[config.mk]
export PLATFORM = sky130hd
export DESIGN_NAME = sio_irq_uart
export DESIGN_NICKNAME = d
export VERILOG_FILES = /design/src/rtl/sio_uart_pkg.sv /design/src/rtl/sio_bit_timer.sv /design/src/rtl/sio_tx.sv /design/src/rtl/sio_rx.sv /design/src/rtl/sio_irq_uart.sv
export SDC_FILE = /design/constraint.sdc
export NUM_CORES = 1
export LEC_CHECK = 0
export BUFFER_PORTS_ARGS = -buffer_cell sky130_fd_sc_hd__buf_2
export CAP_MARGIN = 5
export CORE_ASPECT_RATIO = 1.25
export CORE_MARGIN = 2
export CORE_UTILIZATION = 65
export CTS_CLUSTER_DIAMETER = 50
export DETAILED_ROUTE_END_ITERATION = 7
export HOLD_SLACK_MARGIN = 0.02
export PLACE_DENSITY = 0.83
export SLEW_MARGIN = 15
export SYNTH_ARGS = -nofsm -noshare
export SYNTH_HDL_FRONTEND = slang
export SYNTH_SLANG_ARGS = --single-unit
[constraint.sdc]
create_clock -name clk -period 6.41 [get_ports clk]
set_clock_uncertainty 0.1 [all_clocks]
set_input_delay 0.3205 -clock clk [delete_from_list [all_inputs] [get_ports clk]]
set_output_delay 0.3205 -clock clk [all_outputs]
set_load 0.05 [all_outputs]
[src/rtl/sio_uart_pkg.sv]
package sio_uart_pkg;

  localparam int BUS_W = 8;
  localparam int DIV_W = 2 * BUS_W;

  // port offsets inside the four-address window
  localparam logic [1:0] OFF_DATA = 2'd0;
  localparam logic [1:0] OFF_STAT = 2'd1;
  localparam logic [1:0] OFF_DIVL = 2'd2;
  localparam logic [1:0] OFF_DIVH = 2'd3;

  // status bit positions (software decodes these)
  localparam int ST_TX_RDY = 0;
  localparam int ST_RX_RDY = 1;
  localparam int ST_TX_IRQ = 4;
  localparam int ST_RX_IRQ = 5;

  typedef enum logic [1:0] {
    RX_IDLE,
    RX_START,
    RX_DATA,
    RX_STOP
  } rx_state_t;

  function automatic logic [BUS_W-1:0] pack_status(input logic tx_rdy, input logic rx_rdy,
                                                   input logic tx_irq, input logic rx_irq);
    logic [BUS_W-1:0] s;
    s = '0;
    s[ST_TX_RDY] = tx_rdy;
    s[ST_RX_RDY] = rx_rdy;
    s[ST_TX_IRQ] = tx_irq;
    s[ST_RX_IRQ] = rx_irq;
    return s;
  endfunction

  function automatic logic [DIV_W-1:0] join_div(input logic [BUS_W-1:0] hi,
                                                input logic [BUS_W-1:0] lo);
    return {hi, lo};
  endfunction

  // counter preload for the first tick after a start edge: half a bit period
  function automatic logic [DIV_W-1:0] half_period(input logic [DIV_W-1:0] div);
    return div >> 1;
  endfunction

endpackage

[src/rtl/sio_bit_timer.sv]
module sio_bit_timer #(
  parameter int CNT_W = 16
) (
  input  logic             clk,
  input  logic             rst_n,
  input  logic [CNT_W-1:0] period_m1,
  input  logic             restart,
  input  logic             half,
  output logic             tick
);
  import sio_uart_pkg::*;

  logic [CNT_W-1:0] cnt_q;

  always_ff @(posedge clk) begin
    if (!rst_n) begin
      cnt_q <= '0;
    end else if (restart) begin
      cnt_q <= half ? CNT_W'(half_period(DIV_W'(period_m1))) : period_m1;
    end else if (cnt_q == '0) begin
      cnt_q <= period_m1;
    end else begin
      cnt_q <= cnt_q - 1'b1;
    end
  end

  assign tick = !restart && (cnt_q == '0);

endmodule

[src/rtl/sio_tx.sv]
module sio_tx #(
  parameter int DATA_W = 8,
  parameter int CNT_W  = 16
) (
  input  logic              clk,
  input  logic              rst_n,
  input  logic [CNT_W-1:0]  period_m1,
  input  logic              start,
  input  logic [DATA_W-1:0] data,
  output logic              txd,
  output logic              busy,
  output logic              done
);
  localparam int FRAME_LEN = DATA_W + 2;
  localparam int BCNT_W    = $clog2(FRAME_LEN);

  function automatic logic [FRAME_LEN-1:0] make_frame(input logic [DATA_W-1:0] d);
    return {1'b1, d, 1'b0};
  endfunction

  logic [FRAME_LEN-1:0] shift_q;
  logic [BCNT_W-1:0]    bcnt_q;
  logic                 busy_q;
  logic                 go;
  logic                 tick;
  logic                 last_bit;

  assign go       = start && !busy_q;
  assign last_bit = (bcnt_q == BCNT_W'(FRAME_LEN - 1));

  sio_bit_timer #(.CNT_W(CNT_W)) timer_i (
    .clk       (clk),
    .rst_n     (rst_n),
    .period_m1 (period_m1),
    .restart   (go),
    .half      (1'b0),
    .tick      (tick)
  );

  always_ff @(posedge clk) begin
    if (!rst_n) begin
      shift_q <= '1;
      bcnt_q  <= '0;
      busy_q  <= 1'b0;
    end else if (go) begin
      shift_q <= make_frame(data);
      bcnt_q  <= '0;
      busy_q  <= 1'b1;
    end else if (busy_q && tick) begin
      if (last_bit) begin
        busy_q <= 1'b0;
      end else begin
        shift_q <= {1'b1, shift_q[FRAME_LEN-1:1]};
        bcnt_q  <= bcnt_q + 1'b1;
      end
    end
  end

  assign txd  = busy_q ? shift_q[0] : 1'b1;
  assign busy = busy_q;
  assign done = busy_q && tick && last_bit;

endmodule

[src/rtl/sio_rx.sv]
module sio_rx #(
  parameter int DATA_W      = 8,
  parameter int CNT_W       = 16,
  parameter int SYNC_STAGES = 2
) (
  input  logic              clk,
  input  logic              rst_n,
  input  logic [CNT_W-1:0]  period_m1,
  input  logic              rxd,
  output logic [DATA_W-1:0] data,
  output logic              done
);
  import sio_uart_pkg::*;

  localparam int BCNT_W = $clog2(DATA_W);

  logic [SYNC_STAGES-1:0] sync_q;
  logic                   line;
  logic                   line_prev_q;
  logic                   fall;
  rx_state_t              state_q;
  logic [DATA_W-1:0]      shift_q;
  logic [BCNT_W-1:0]      bcnt_q;
  logic                   tick;
  logic                   arm;

  always_ff @(posedge clk) begin
    if (!rst_n) begin
      sync_q      <= '1;
      line_prev_q <= 1'b1;
    end else begin
      sync_q      <= {sync_q[SYNC_STAGES-2:0], rxd};
      line_prev_q <= line;
    end
  end

  assign line = sync_q[SYNC_STAGES-1];
  assign fall = line_prev_q && !line;
  assign arm  = (state_q == RX_IDLE) && fall;

  sio_bit_timer #(.CNT_W(CNT_W)) timer_i (
    .clk       (clk),
    .rst_n     (rst_n),
    .period_m1 (period_m1),
    .restart   (arm),
    .half      (1'b1),
    .tick      (tick)
  );

  always_ff @(posedge clk) begin
    if (!rst_n) begin
      state_q <= RX_IDLE;
      shift_q <= '0;
      bcnt_q  <= '0;
    end else begin
      case (state_q)
        RX_IDLE:  if (arm) state_q <= RX_START;
        RX_START: if (tick) begin
          state_q <= line ? RX_IDLE : RX_DATA;
          bcnt_q  <= '0;
        end
        RX_DATA:  if (tick) begin
          shift_q <= {line, shift_q[DATA_W-1:1]};
          if (bcnt_q == BCNT_W'(DATA_W - 1)) state_q <= RX_STOP;
          else bcnt_q <= bcnt_q + 1'b1;
        end
        RX_STOP:  if (tick) state_q <= RX_IDLE;
        default:  state_q <= RX_IDLE;
      endcase
    end
  end

  assign data = shift_q;
  assign done = (state_q == RX_STOP) && tick && line;

endmodule

[src/rtl/sio_irq_uart.sv]
module sio_irq_uart #(
  parameter int          ADDR_W      = 8,
  parameter logic [7:0]  BASE_ADDR   = 8'h80,
  parameter logic [15:0] DIV_RESET   = 16'd7,
  parameter int          SYNC_STAGES = 2
) (
  input  logic        clk,
  input  logic        rst_n,
  input  logic [7:0]  bus_addr,
  input  logic        bus_wr,
  input  logic        bus_rd,
  input  logic [7:0]  bus_wdata,
  output logic [7:0]  bus_rdata,
  input  logic        ser_rx,
  output logic        ser_tx,
  output logic        irq
);
  import sio_uart_pkg::*;

  localparam int DATA_W = BUS_W;

  // register state
  logic [BUS_W-1:0]  div_lo_q, div_hi_q;
  logic [DATA_W-1:0] rx_data_q;
  logic              rx_rdy_q, rx_irq_q, tx_irq_q;

  // named events
  logic              hit;
  logic [1:0]        off;
  logic              wr_data, wr_stat, wr_divl, wr_divh, rd_data;
  logic              tx_busy, tx_ready, tx_done_w, rx_done_w, tx_go_w;
  logic [DATA_W-1:0] rx_byte;
  logic [DIV_W-1:0]  period_m1;

  assign hit     = (bus_addr[ADDR_W-1:2] == BASE_ADDR[ADDR_W-1:2]);
  assign off     = bus_addr[1:0];
  assign wr_data = bus_wr && hit && (off == OFF_DATA);
  assign wr_stat = bus_wr && hit && (off == OFF_STAT);
  assign wr_divl = bus_wr && hit && (off == OFF_DIVL);
  assign wr_divh = bus_wr && hit && (off == OFF_DIVH);
  assign rd_data = bus_rd && hit && (off == OFF_DATA);

  assign period_m1 = join_div(div_hi_q, div_lo_q);
  assign tx_ready  = !tx_busy;
  assign tx_go_w   = wr_data && tx_ready;

  sio_tx #(.DATA_W(DATA_W), .CNT_W(DIV_W)) tx_i (
    .clk       (clk),
    .rst_n     (rst_n),
    .period_m1 (period_m1),
    .start     (wr_data),
    .data      (bus_wdata),
    .txd       (ser_tx),
    .busy      (tx_busy),
    .done      (tx_done_w)
  );

  sio_rx #(.DATA_W(DATA_W), .CNT_W(DIV_W), .SYNC_STAGES(SYNC_STAGES)) rx_i (
    .clk       (clk),
    .rst_n     (rst_n),
    .period_m1 (period_m1),
    .rxd       (ser_rx),
    .data      (rx_byte),
    .done      (rx_done_w)
  );

  always_ff @(posedge clk) begin
    if (!rst_n) begin
      div_lo_q <= DIV_RESET[7:0];
      div_hi_q <= DIV_RESET[15:8];
    end else begin
      if (wr_divl) div_lo_q <= bus_wdata;
      if (wr_divh) div_hi_q <= bus_wdata;
    end
  end

  always_ff @(posedge clk) begin
    if (!rst_n) begin
      rx_data_q <= '0;
      rx_rdy_q  <= 1'b0;
      rx_irq_q  <= 1'b0;
      tx_irq_q  <= 1'b0;
    end else begin
      if (rx_done_w) rx_data_q <= rx_byte;

      if (rx_done_w)    rx_rdy_q <= 1'b1;
      else if (rd_data) rx_rdy_q <= 1'b0;

      if (rx_done_w)                             rx_irq_q <= 1'b1;
      else if (wr_stat && bus_wdata[ST_RX_IRQ]) rx_irq_q <= 1'b0;

      if (tx_done_w)                             tx_irq_q <= 1'b1;
      else if (wr_stat && bus_wdata[ST_TX_IRQ]) tx_irq_q <= 1'b0;
    end
  end

  always_comb begin
    bus_rdata = '0;
    if (hit) begin
      case (off)
        OFF_DATA: bus_rdata = rx_data_q;
        OFF_STAT: bus_rdata = pack_status(tx_ready, rx_rdy_q, tx_irq_q, rx_irq_q);
        OFF_DIVL: bus_rdata = div_lo_q;
        default:  bus_rdata = div_hi_q;
      endcase
    end
  end

  assign irq = rx_irq_q || tx_irq_q;

endmodule

# Yosys cells after proc, flatten, opt, wreduce, memory -nomap -nowiden
# Index checks and enable logic that the tools add are counted.
[op_classes] addsub=4 eq_ne=16 n_mux=30 bitwise=2 reduce_logical=41
[ops] cell="two-way mux 16 bit" count=3
[ops] cell="zero test 16 bit" count=2
[ops] cell="subtractor 16 x 1 -> 16 bit, second input constant" count=2
[ops] cell="two-way mux 9 bit" count=3
[ops] cell="case mux 8 bit (3 select lines)" count=1
[ops] cell="logical AND 1 bit" count=18
[ops] cell="two-way mux 15 bit" count=1
[ops] cell="two-way mux 2 bit" count=6
[ops] cell="nonzero test 2 bit" count=6
[ops] cell="two-way mux 1 bit" count=10
[ops] cell="two-way mux 3 bit" count=3
[ops] cell="equality test 2 bit, second input constant" count=4
[ops] cell="two-way mux 8 bit" count=1
[ops] cell="inequality test 2 x 1 -> 1 bit, second input constant" count=4
[ops] cell="case mux 2 bit (4 select lines)" count=1
[ops] cell="AND reduction 2 bit" count=4
[ops] cell="equality test 6 bit, second input constant" count=1
[ops] cell="inequality test 2 bit, second input constant" count=3
[ops] cell="case mux 3 bit (2 select lines)" count=1
[ops] cell="AND reduction 5 bit" count=1
[ops] cell="adder 4 x 1 -> 4 bit, second input constant" count=1
[ops] cell="equality test 2 x 1 -> 1 bit, second input constant" count=2
[ops] cell="equality test 4 bit, second input constant" count=1
[ops] cell="zero test 1 bit" count=4
[ops] cell="other kinds (7)" count=10
[word_totals] register_bits=89 output_inout_bits=10 word_cells=110

# Longest topological paths before layout
# Gate-level depths: netlist of the first run.
[depth] word_depth=9 mapped_depth=9 mapped_depth_nobuf=7

# Cells and area by module
# From an unflattened synthesis of the first run, not the netlist that was laid out.
[hier_totals] cells_unflattened=592 area_unflattened_um2=5291.3
[modules_own_cells] module="sio_bit_timer" instances=2 cells_each=154 area_each_um2=1275.0
[modules_own_cells] module="sio_irq_uart" instances=1 cells_each=141 area_each_um2=1342.5
[modules_own_cells] module="sio_tx" instances=1 cells_each=83 area_each_um2=718.2
[modules_own_cells] module="sio_rx" instances=1 cells_each=60 area_each_um2=680.7

# Worst setup path before layout of the first run
# OpenSTA, ideal clock, no wires.
[synth_timing] path_kind="input to output" from="input port bus_addr[1]" to="output port bus_rdata[0]" arrival_time_ns=2.366 required_ns=5.989 path_slack_ns=3.623 stages=4 path_cell_list="clkbuf_1 clkbuf_1 a21oi_1 a211oi_1"
[synth_between] elab_chain_cells=3
[synth_lines] item="start: declaration" line_no="sio_irq_uart.sv:9" rtl="input logic [7:0] bus_addr,"
[synth_lines] item="equality test 2 bit (tied with other cells)" line_no="sio_irq_uart.sv:100" rtl="case (off)"
[synth_lines] item="case mux 8 bit (3 select lines) (*)" line_no="sio_irq_uart.sv:100"
[synth_lines] item="two-way mux 8 bit (*)" line_no="sio_irq_uart.sv:99" rtl="if (hit) begin"
[synth_lines] item="end: declaration" line_no="sio_irq_uart.sv:13" rtl="output logic [7:0] bus_rdata,"
# Every way passes the cells marked *; elsewhere a longest branch is shown, timed or not.

# Final worst setup path of the first run
[layout_timing] from="register tx_i.timer_i.cnt_q[2]" to="register tx_i.timer_i.cnt_q[13]"
[layout_between] elab_chain_cells=3
[layout_lines] item="start: declaration" line_no="sio_bit_timer.sv:13" rtl="logic [CNT_W-1:0] cnt_q;"
[layout_lines] item="start signal: assignment" line_no="sio_bit_timer.sv:19" rtl="cnt_q <= half ? CNT_W'(half_period(DIV_W'(period_m1))) : period_m1;"
[layout_lines] item="start signal: assignment" line_no="sio_bit_timer.sv:21" rtl="cnt_q <= period_m1;"
[layout_lines] item="start signal: assignment" line_no="sio_bit_timer.sv:23" rtl="cnt_q <= cnt_q - 1'b1;"
[layout_lines] item="subtractor 16 x 1 -> 16 bit / zero test 16 bit (equally long branches)" line_no="sio_bit_timer.sv:23, sio_bit_timer.sv:20"
[layout_lines] item="two-way mux 16 bit (*)" line_no="sio_bit_timer.sv:20" rtl="end else if (cnt_q == '0) begin"
[layout_lines] item="two-way mux 16 bit (*)" line_no="sio_bit_timer.sv:18" rtl="end else if (restart) begin"
# Marks and branches as above.
# A chain may end at the register's enable or synchronous reset.

==> key figures, run 1 <==
Detailed routing
  – Final WL: 10900 um
  – Antenna Nets Post-Route: 0
  – Vias per inst: 6.24
  – Via count: 4046
  – Avg WL per Cell: 16.8 um
  – Iteration-0 DRC count of the detailed router: 364
  – First drt pass iteration count: 5
  – Drc violations: 0

Flow run
  – Max-Cap Viols: 0

STA
  – Pins Over Slew Limit: 0
  – Slew headroom: 31.4%
  – Number of setup violations in the final report: 0
  – Worst-Margin Slew: 1.02 ns
  – Final Critical Period: 2.84 ns
  – Final Cycle Share: 44.3%
  – Hold Fails Final Rpt: 0
  – Hold WS: 0.0341 ns
  – Fmax: 352 MHz
  – Setup_tns: 0 ns
  – Unrepaired setup endpoints after global routing: false

Critical path
  – Worst setup SP type: flop
  – Reg2reg start: tx_i.timer_i.cnt_q[2]
  – Setup crit start: tx_i.timer_i.cnt_q[2]
  – Max Fanout on Critical Path: 22
  – Crit Path Class: reg2reg
  – Crit end category: flop
  – WP data arrival: 2.97 ns
  – CP required: 6.55 ns

GRT
  – Grt total ovfl: 0
  – Busiest grt layer: met2
  – Grt met3 use: 6.57%
  – Overall Global Routing Usage: 30.6%
  – Vias in the first global route: 3661
  – Largest net degree at the start of global routing: 60
  – Grt met1 use: 38.4%
  – M2 GR Usage: 51.1%
  – Antenna violations before repair: 0
  – Global-route wire length before repair: 17800 um

Pwr
  – Pwr Density: 371 nW/um2
  – Static Leak: 0.00189 uW
  – Clock share of power: 22.4%
  – VDD IR max: 178 uV
  – Int Pwr: 1070 uW
  – Switching power: 691 uW
  – Sw frac: 39.2%
  – Sequential Power Share: 40.8%
  – Logic pwr share: 36.8%

CTS
  – Num CTS Buffers: 9
  – Post-CTS Resized: 0
  – Worst-skew pair later-pin latency: 0.37 ns
  – TritonCTS Sinks: 89
  – Clock buffer depth: 2
  – CTS clock-pin slew for the worst setup and hold paths: 0.09 ns
  – CTS H-tree depth: 3
  – CTS tree: done
  – Postcts setup bufs: 0
  – CTS Hold Bufs: 0
  – Clock Tree Root: clkbuf_8

Synthesis
  – Cells after Synth: 547
  – Ys Warns: 0
  – Unique masters post-synth: 47
  – Avg Cell Area, Syn: 8.04 um2
  – Synth async-reset ratio: 0%
  – Mapped Area: 4400 um2
  – Mapped Nets: 576
  – Top FF cell, synth: dfxtp_1
  – FF+latch count, synth: 89
  – Seq/Total Area, Yosys: 40.5%
  – EDFF count, synth: 0

Die
  – Ports: 31
  – Row count: 33
  – Core outline area: 6570 um2
  – Starting Density: 67.0%
  – Die height: 96.0 um
  – Die Wd: 77.6 um
  – Die ar.: 7440 um2

Final layout
  – Diode count: 0
  – Synth-to-Final Area Change: 7.99%
  – Layout cells sized above 1: 10.9%
  – Nets: 585

Placed design
  – PortBufs: 30
  – Routability Congestion: 0.946
  – Detailed placement HPWL: 7390 um

Run status
  – Status: finished clean

Worst hold path
  – Min-delay src: ser_rx
  – Worst Hold Class: in2reg
## final timing paths
path	endpoint	slack [ns]	cells after the start
setup / recovery	tx_i.timer_i.cnt_q[13]	3.57	5
hold / removal	rx_i.sync_q[0]	0.03	2
setup reg to reg	tx_i.timer_i.cnt_q[13]	3.57	5
hold reg to reg	rx_i.sync_q[1]	0.32	1
## kinds of logic after synthesis
family / count (synthesis) / share of synthesized area [%]
AO/OA/AOI/OAI: 125 / 15.5
XOR/XNOR: 24 / 4.78
adder cells (fa/ha/maj): 8 / 2.28
buffers and inverters: 43 / 3.73
flip-flops: 89 / 40.5
multiplexers: 26 / 6.77
AND/OR/NAND/NOR: 232 / 26.4
## sequential cells by signal (all words and copies together), names as in the netlist, named ones only
register / flops
div_hi_q: 8
div_lo_q: 8
rx_data_q: 8
rx_i.bcnt_q: 3
rx_i.data: 8
rx_i.line_prev_q: 1
rx_i.state_q: 1
rx_i.sync_q: 2
rx_i.timer_i.cnt_q: 16
rx_irq_q: 1
rx_rdy_q: 1
tx_i.bcnt_q: 4
tx_i.busy: 1
tx_i.shift_q: 9
tx_i.timer_i.cnt_q: 16
tx_irq_q: 1
## cell usage in the layout (no fill, tap or decap), drive strengths merged, types with 6 or more instances in the layout
master   n
o21ai   61
inv     10
xor2    10
nor2    59
nand3   39
nor4     6
and3     7
or3      6
nand2   61
buf     32
xnor2   14
ha       8
nand4b   6
nand4    6
a21oi   42
dfxtp   89
nor3     9
mux2i   23
clkbuf   9
## Yosys cell counts (2+ instances only)
master,n,area share (%)
dfxtp_1,89,41
nand2_1,61,5.2
o21ai_0,61,6.9
nor2_1,59,5.0
a21oi_1,42,4.8
nand3_1,39,4.4
clkbuf_1,31,2.6
mux2i_1,23,5.2
xnor2_1,14,2.8
xor2_1,10,2.0
nor3_1,9,1.0
ha_1,8,2.3
inv_1,8,0.68
and3_1,7,1.0
nand4_1,6,0.85
nand4b_1,6,1.2
or3_1,6,0.85
a31oi_1,5,0.71
nand2b_1,5,0.71
nor3b_1,4,0.68
nor4_1,4,0.57
o221ai_1,4,0.80
o22ai_1,4,0.57
or2_2,4,0.57
or4_1,4,0.68
mux4_2,3,1.5
nor2b_1,3,0.43
nor4b_1,3,0.60
a211oi_1,2,0.34
and2_1,2,0.28
buf_2,2,0.23
nand3b_1,2,0.34
nor4_2,2,0.57
o2bb2ai_1,2,0.40
## stage by stage
stage               area (um2)  setup WS (ns)  utilization (%)  total power [uW]  std cells
finish                    4750           3.57             72.3              1760        648
global route              4750           3.26             72.3              1880        648
CTS                       4750           3.57             72.3              1750        648
detailed placement        4550           3.40             69.3              1350        632
global placement          4550           3.47             69.3              1330        632
floorplan                 4400           3.62                -              1220        547
## final cells by class
type / count / area [um2]
clock inverters: 7 / 77.6
inverters: 9 / 33.8
well taps: 87 / 109
clock buffers: 9 / 124
multi-input cells: 415 / 2460
flip-flops and latches: 89 / 1780
fillers: 515 / 1820
repair buffers: 32 / 165
## worst max-delay path, cell delays in order (launching register included)
cell     delay (ns)
dfxtp_1        0.37
nor4_2         0.58
nand4_1        0.67
and2_1         0.60
o21ai_0        0.31
a21oi_1        0.06
## power groups by stage
| stage | Combinational [uW] | Sequential, uW | Clock, uW |
|---|---|---|---|
| floorplan | 510 | 709 | 0 |
| global placement | 605 | 723 | 0 |
| detailed placement | 625 | 728 | 0 |
| CTS | 639 | 716 | 395 |
| global route | 723 | 730 | 425 |
| finish | 649 | 718 | 395 |
## layer usage
| layer | vias to the layer above | part of all wire [%] |
|---|---|---|
| met5 | - | 0 |
| li1 | 1960 | - |
| met4 | 0 | 2.5 |
| met3 | 22 | 7.2 |
| met2 | 175 | 49 |
| met1 | 1889 | 42 |
No activity file was read; power rests on OpenSTA's default activity.
==> run 2, diff against run 1 <==
--- a/config.mk
+++ b/config.mk
@@ -5,15 +5,16 @@
 export SDC_FILE = /design/constraint.sdc
 export NUM_CORES = 1
 export LEC_CHECK = 0
+export ABC_AREA = 1
 export BUFFER_PORTS_ARGS = -buffer_cell sky130_fd_sc_hd__buf_2
 export CAP_MARGIN = 5
 export CORE_ASPECT_RATIO = 1.25
 export CORE_MARGIN = 2
-export CORE_UTILIZATION = 65
+export CORE_UTILIZATION = 61
 export CTS_CLUSTER_DIAMETER = 50
 export DETAILED_ROUTE_END_ITERATION = 7
 export HOLD_SLACK_MARGIN = 0.02
-export PLACE_DENSITY = 0.83
+export PLACE_DENSITY = 0.78
 export SLEW_MARGIN = 15
 export SYNTH_ARGS = -nofsm -noshare
 export SYNTH_HDL_FRONTEND = slang
==> constraint.sdc (replaced) <==
create_clock -name clk -period 2.9 [get_ports clk]
set_clock_uncertainty 0.1 [all_clocks]
set_input_delay 0.145 -clock clk [delete_from_list [all_inputs] [get_ports clk]]
set_output_delay 0.145 -clock clk [all_outputs]
set_load 0.05 [all_outputs]
==> run 2 against run 1 <==
Global-route usage down 2.2 points. Via count up 14%. Combinational power rose to 2.7 times the previous value. Maximum frequency up 45%.
==> key figures, run 2 <==
GRT
  – Grt met3 use: 4.64%
  – M2 GR Usage: 51.2%
  – Busiest grt layer: met2
  – Global-route wire length before repair: 19500 um
  – Largest net degree at the start of global routing: 49
  – Vias in the first global route: 4282
  – Grt met1 use: 34.3%
  – Grt total ovfl: 0
  – Antenna violations before repair: 0
  – Overall Global Routing Usage: 28.3%

Worst hold path
  – Min-delay src: rst_n
  – Hold path endpoint: rx_i.line_prev_q
  – Hold Crit Depth: 2
  – Worst Hold Class: in2reg

Final layout
  – Biggest regs: rx_i.timer_i.cnt_q x16, tx_i.timer_i.cnt_q x16, tx_i.shift_q x9
  – FF/Latch Area: 1780 um2
  – Final Core Density: 67.8%
  – Layout fillers: 688
  – Area of the multi-input gates: 2520 um2
  – Nets: 761
  – Most frequent cells in the layout: nand2_1, nor2_1, dfxtp_1
  – Design Area, Final: 5220 um2
  – Diode count: 0
  – Commonest non-fill, non-tap cell in the layout: nand2_1
  – Synth-to-Final Area Change: 9.84%
  – Layout cells sized above 1: 12.1%

Die
  – Ports: 31
  – Die ar.: 8520 um2
  – Core outline area: 7700 um2
  – Die height: 103 um
  – Starting Density: 61.7%
  – Die Wd: 83.0 um
  – Row count: 36

STA
  – Final Critical Period: 1.96 ns
  – Hold WS: 0.0787 ns
  – Slew headroom: 58.0%
  – Pins Over Slew Limit: 0
  – Final Cycle Share: 67.5%
  – Fmax: 511 MHz
  – Number of setup violations in the final report: 0
  – Hold Fails Final Rpt: 0
  – Unrepaired setup endpoints after global routing: false
  – Worst-Margin Slew: 0.629 ns
  – Setup_tns: 0 ns

CTS
  – Clock buffer depth: 2
  – Clock Tree Root: clkbuf_8
  – CTS H-tree depth: 3
  – Post-CTS Resized: 0
  – Num CTS Buffers: 9
  – TritonCTS Sinks: 89
  – Worst-skew pair later-pin latency: 0.37 ns
  – CTS clock-pin slew for the worst setup and hold paths: 0.09 ns
  – CTS tree: done

Synthesis
  – Cells after Synth: 701
  – Seq/Total Area, Yosys: 37.5%
  – Ys Warns: 0
  – Synth top area share: 37.5%
  – Top post-synthesis cells by area: dfxtp_1, nand2_1, nor2_1
  – Synth cell count leaders: nand2_1, nor2_1, dfxtp_1, inv_1, o21ai_0
  – Most common cell in the netlist: nand2_1
  – Mapped Nets: 730
  – EDFF count, synth: 0
  – Synth async-reset ratio: 0%
  – Avg Cell Area, Syn: 6.78 um2
  – Top FF cell, synth: dfxtp_1
  – Mapped Area: 4750 um2
  – Unique masters post-synth: 37
  – Post-synth top area cell: dfxtp_1
  – FF+latch count, synth: 89

Detailed routing
  – Via count: 4594
  – Antenna Nets Post-Route: 0
  – First drt pass iteration count: 5
  – Final WL: 11700 um
  – Avg WL per Cell: 14.1 um
  – Iteration-0 DRC count of the detailed router: 388
  – Vias per inst: 5.52
  – Drc violations: 0

Critical path
  – Reg2reg start: rx_i.timer_i.cnt_q[0]
  – R2r endpoint: rx_data_q[2]
  – CP delay by family, top: simple AND/OR/NAND/NOR gates
  – Critical path's slowest cell: dfxtp_1
  – Worst setup SP type: flop
  – Crit Path Class: reg2reg
  – CP required: 3.06 ns
  – Reg2Reg Setup Slack: 0.94 ns
  – WP data arrival: 2.12 ns
  – Crit-path max cell delay: 0.32 ns
  – Max Fanout on Critical Path: 29
  – Worst path cell trace: inv_1, ha_1, nand2_1, nor2_4, nand2_4, nor2_4, inv_2, nor2_1, nor2_1
  – Worst reg-to-reg path cell count: 9
  – CP Buf/Inv Count: 2
  – Crit end category: flop

Pwr
  – Clock share of power: 21.8%
  – Total power: 4250 uW
  – Switching power: 1730 uW
  – Static Leak: 0.00248 uW
  – Pwr Density: 815 nW/um2
  – VDD IR max: 616 uV
  – Logic pwr share: 41.3%
  – Sw frac: 40.7%
  – Sequential Power Share: 36.8%
  – Int Pwr: 2520 uW

Flow run
  – Max-Cap Viols: 0

Placed design
  – Detailed placement HPWL: 8360 um
  – Routability Congestion: 0.869
  – Placed Area: 4910 um2
  – PortBufs: 30

Run status
  – Status: finished clean
-- run 2: cell count changes in the layout (fill, tap and decap cells not counted), sizes merged, moves of 7 or more --
cell / before / now
a21oi: 42 / 33
and3: 7 / 0
dlygate4sd3: 0 / 10
inv: 10 / 88
mux2i: 23 / 0
nand2: 61 / 152
nand3: 39 / 51
nor2: 59 / 121
o21ai: 61 / 72
xnor2: 14 / 4
-- run 2: final cells by class --
type	count	share of cell area (%)
Sequential cell	89	34.1
Multi-Input combinational cell	502	48.2
Inverter	89	6.40
Clock inverter	5	1.53
Clock buffer	11	2.52
Tap cell	95	2.28
Timing Repair Buffer	41	4.94
-- run 2: timing repair --
action                    CTS  global route
hold endpoints to repair   21             0
hold buffers               10             0
setup buffers               0             0
-- run 2: worst max-delay path by stage --
| stage | start | to | cells past startpoint |
|---|---|---|---|
| 4_1_cts | rx_i.timer_i.cnt_q[0] | rx_data_q[2] | 9 |
| 2_1_floorplan | bus_addr[5] | bus_rdata[0] | 6 |
| 3_3_place_gp | bus_addr[5] | tx_i.timer_i.cnt_q[11] | 9 |
| 5_1_grt | bus_addr[3] | tx_i.timer_i.cnt_q[8] | 9 |
| 3_5_place_dp | bus_addr[3] | tx_i.timer_i.cnt_q[8] | 9 |
| 6_report | rx_i.timer_i.cnt_q[0] | rx_data_q[2] | 9 |
-- run 2: layer usage --
metal,part of all wire [%],wire [um],up-vias
met1,44,5130,2141
met4,2.4,281,0
li1,-,-,2311
met2,49,5740,115
met5,0,0,-
met3,5.0,581,27
-- run 2: cells by family (layout without fill, tap and decap cells) --
| logic type | Yosys count | after routing | synth area share [%] |
|---|---|---|---|
| AO/OA/AOI/OAI | 122 | 122 | 13.9 |
| buffers and inverters | 110 | 146 | 9.55 |
| AND/OR/NAND/NOR | 356 | 356 | 34.0 |
| adder cells (fa/ha/maj) | 8 | 8 | 2.11 |
| flip-flops | 89 | 89 | 37.5 |
| XOR/XNOR | 16 | 16 | 2.95 |
-- run 2: power groups by stage --
stage	combinational, uW	clock (uW)	sequential (uW)
5_1_grt	1990	981	1590
6_report	1760	929	1570
3_3_place_gp	1670	0	1580
2_1_floorplan	1450	0	1550
4_1_cts	1750	932	1560
3_5_place_dp	1710	0	1590
-- run 2: metrics by stage --
stage	instances	setup slack, ns
final	832	0.944
after global routing	832	0.642
after CTS	832	0.953
after detailed placement	806	0.593
after global placement	806	0.667
after floorplan	701	1.20
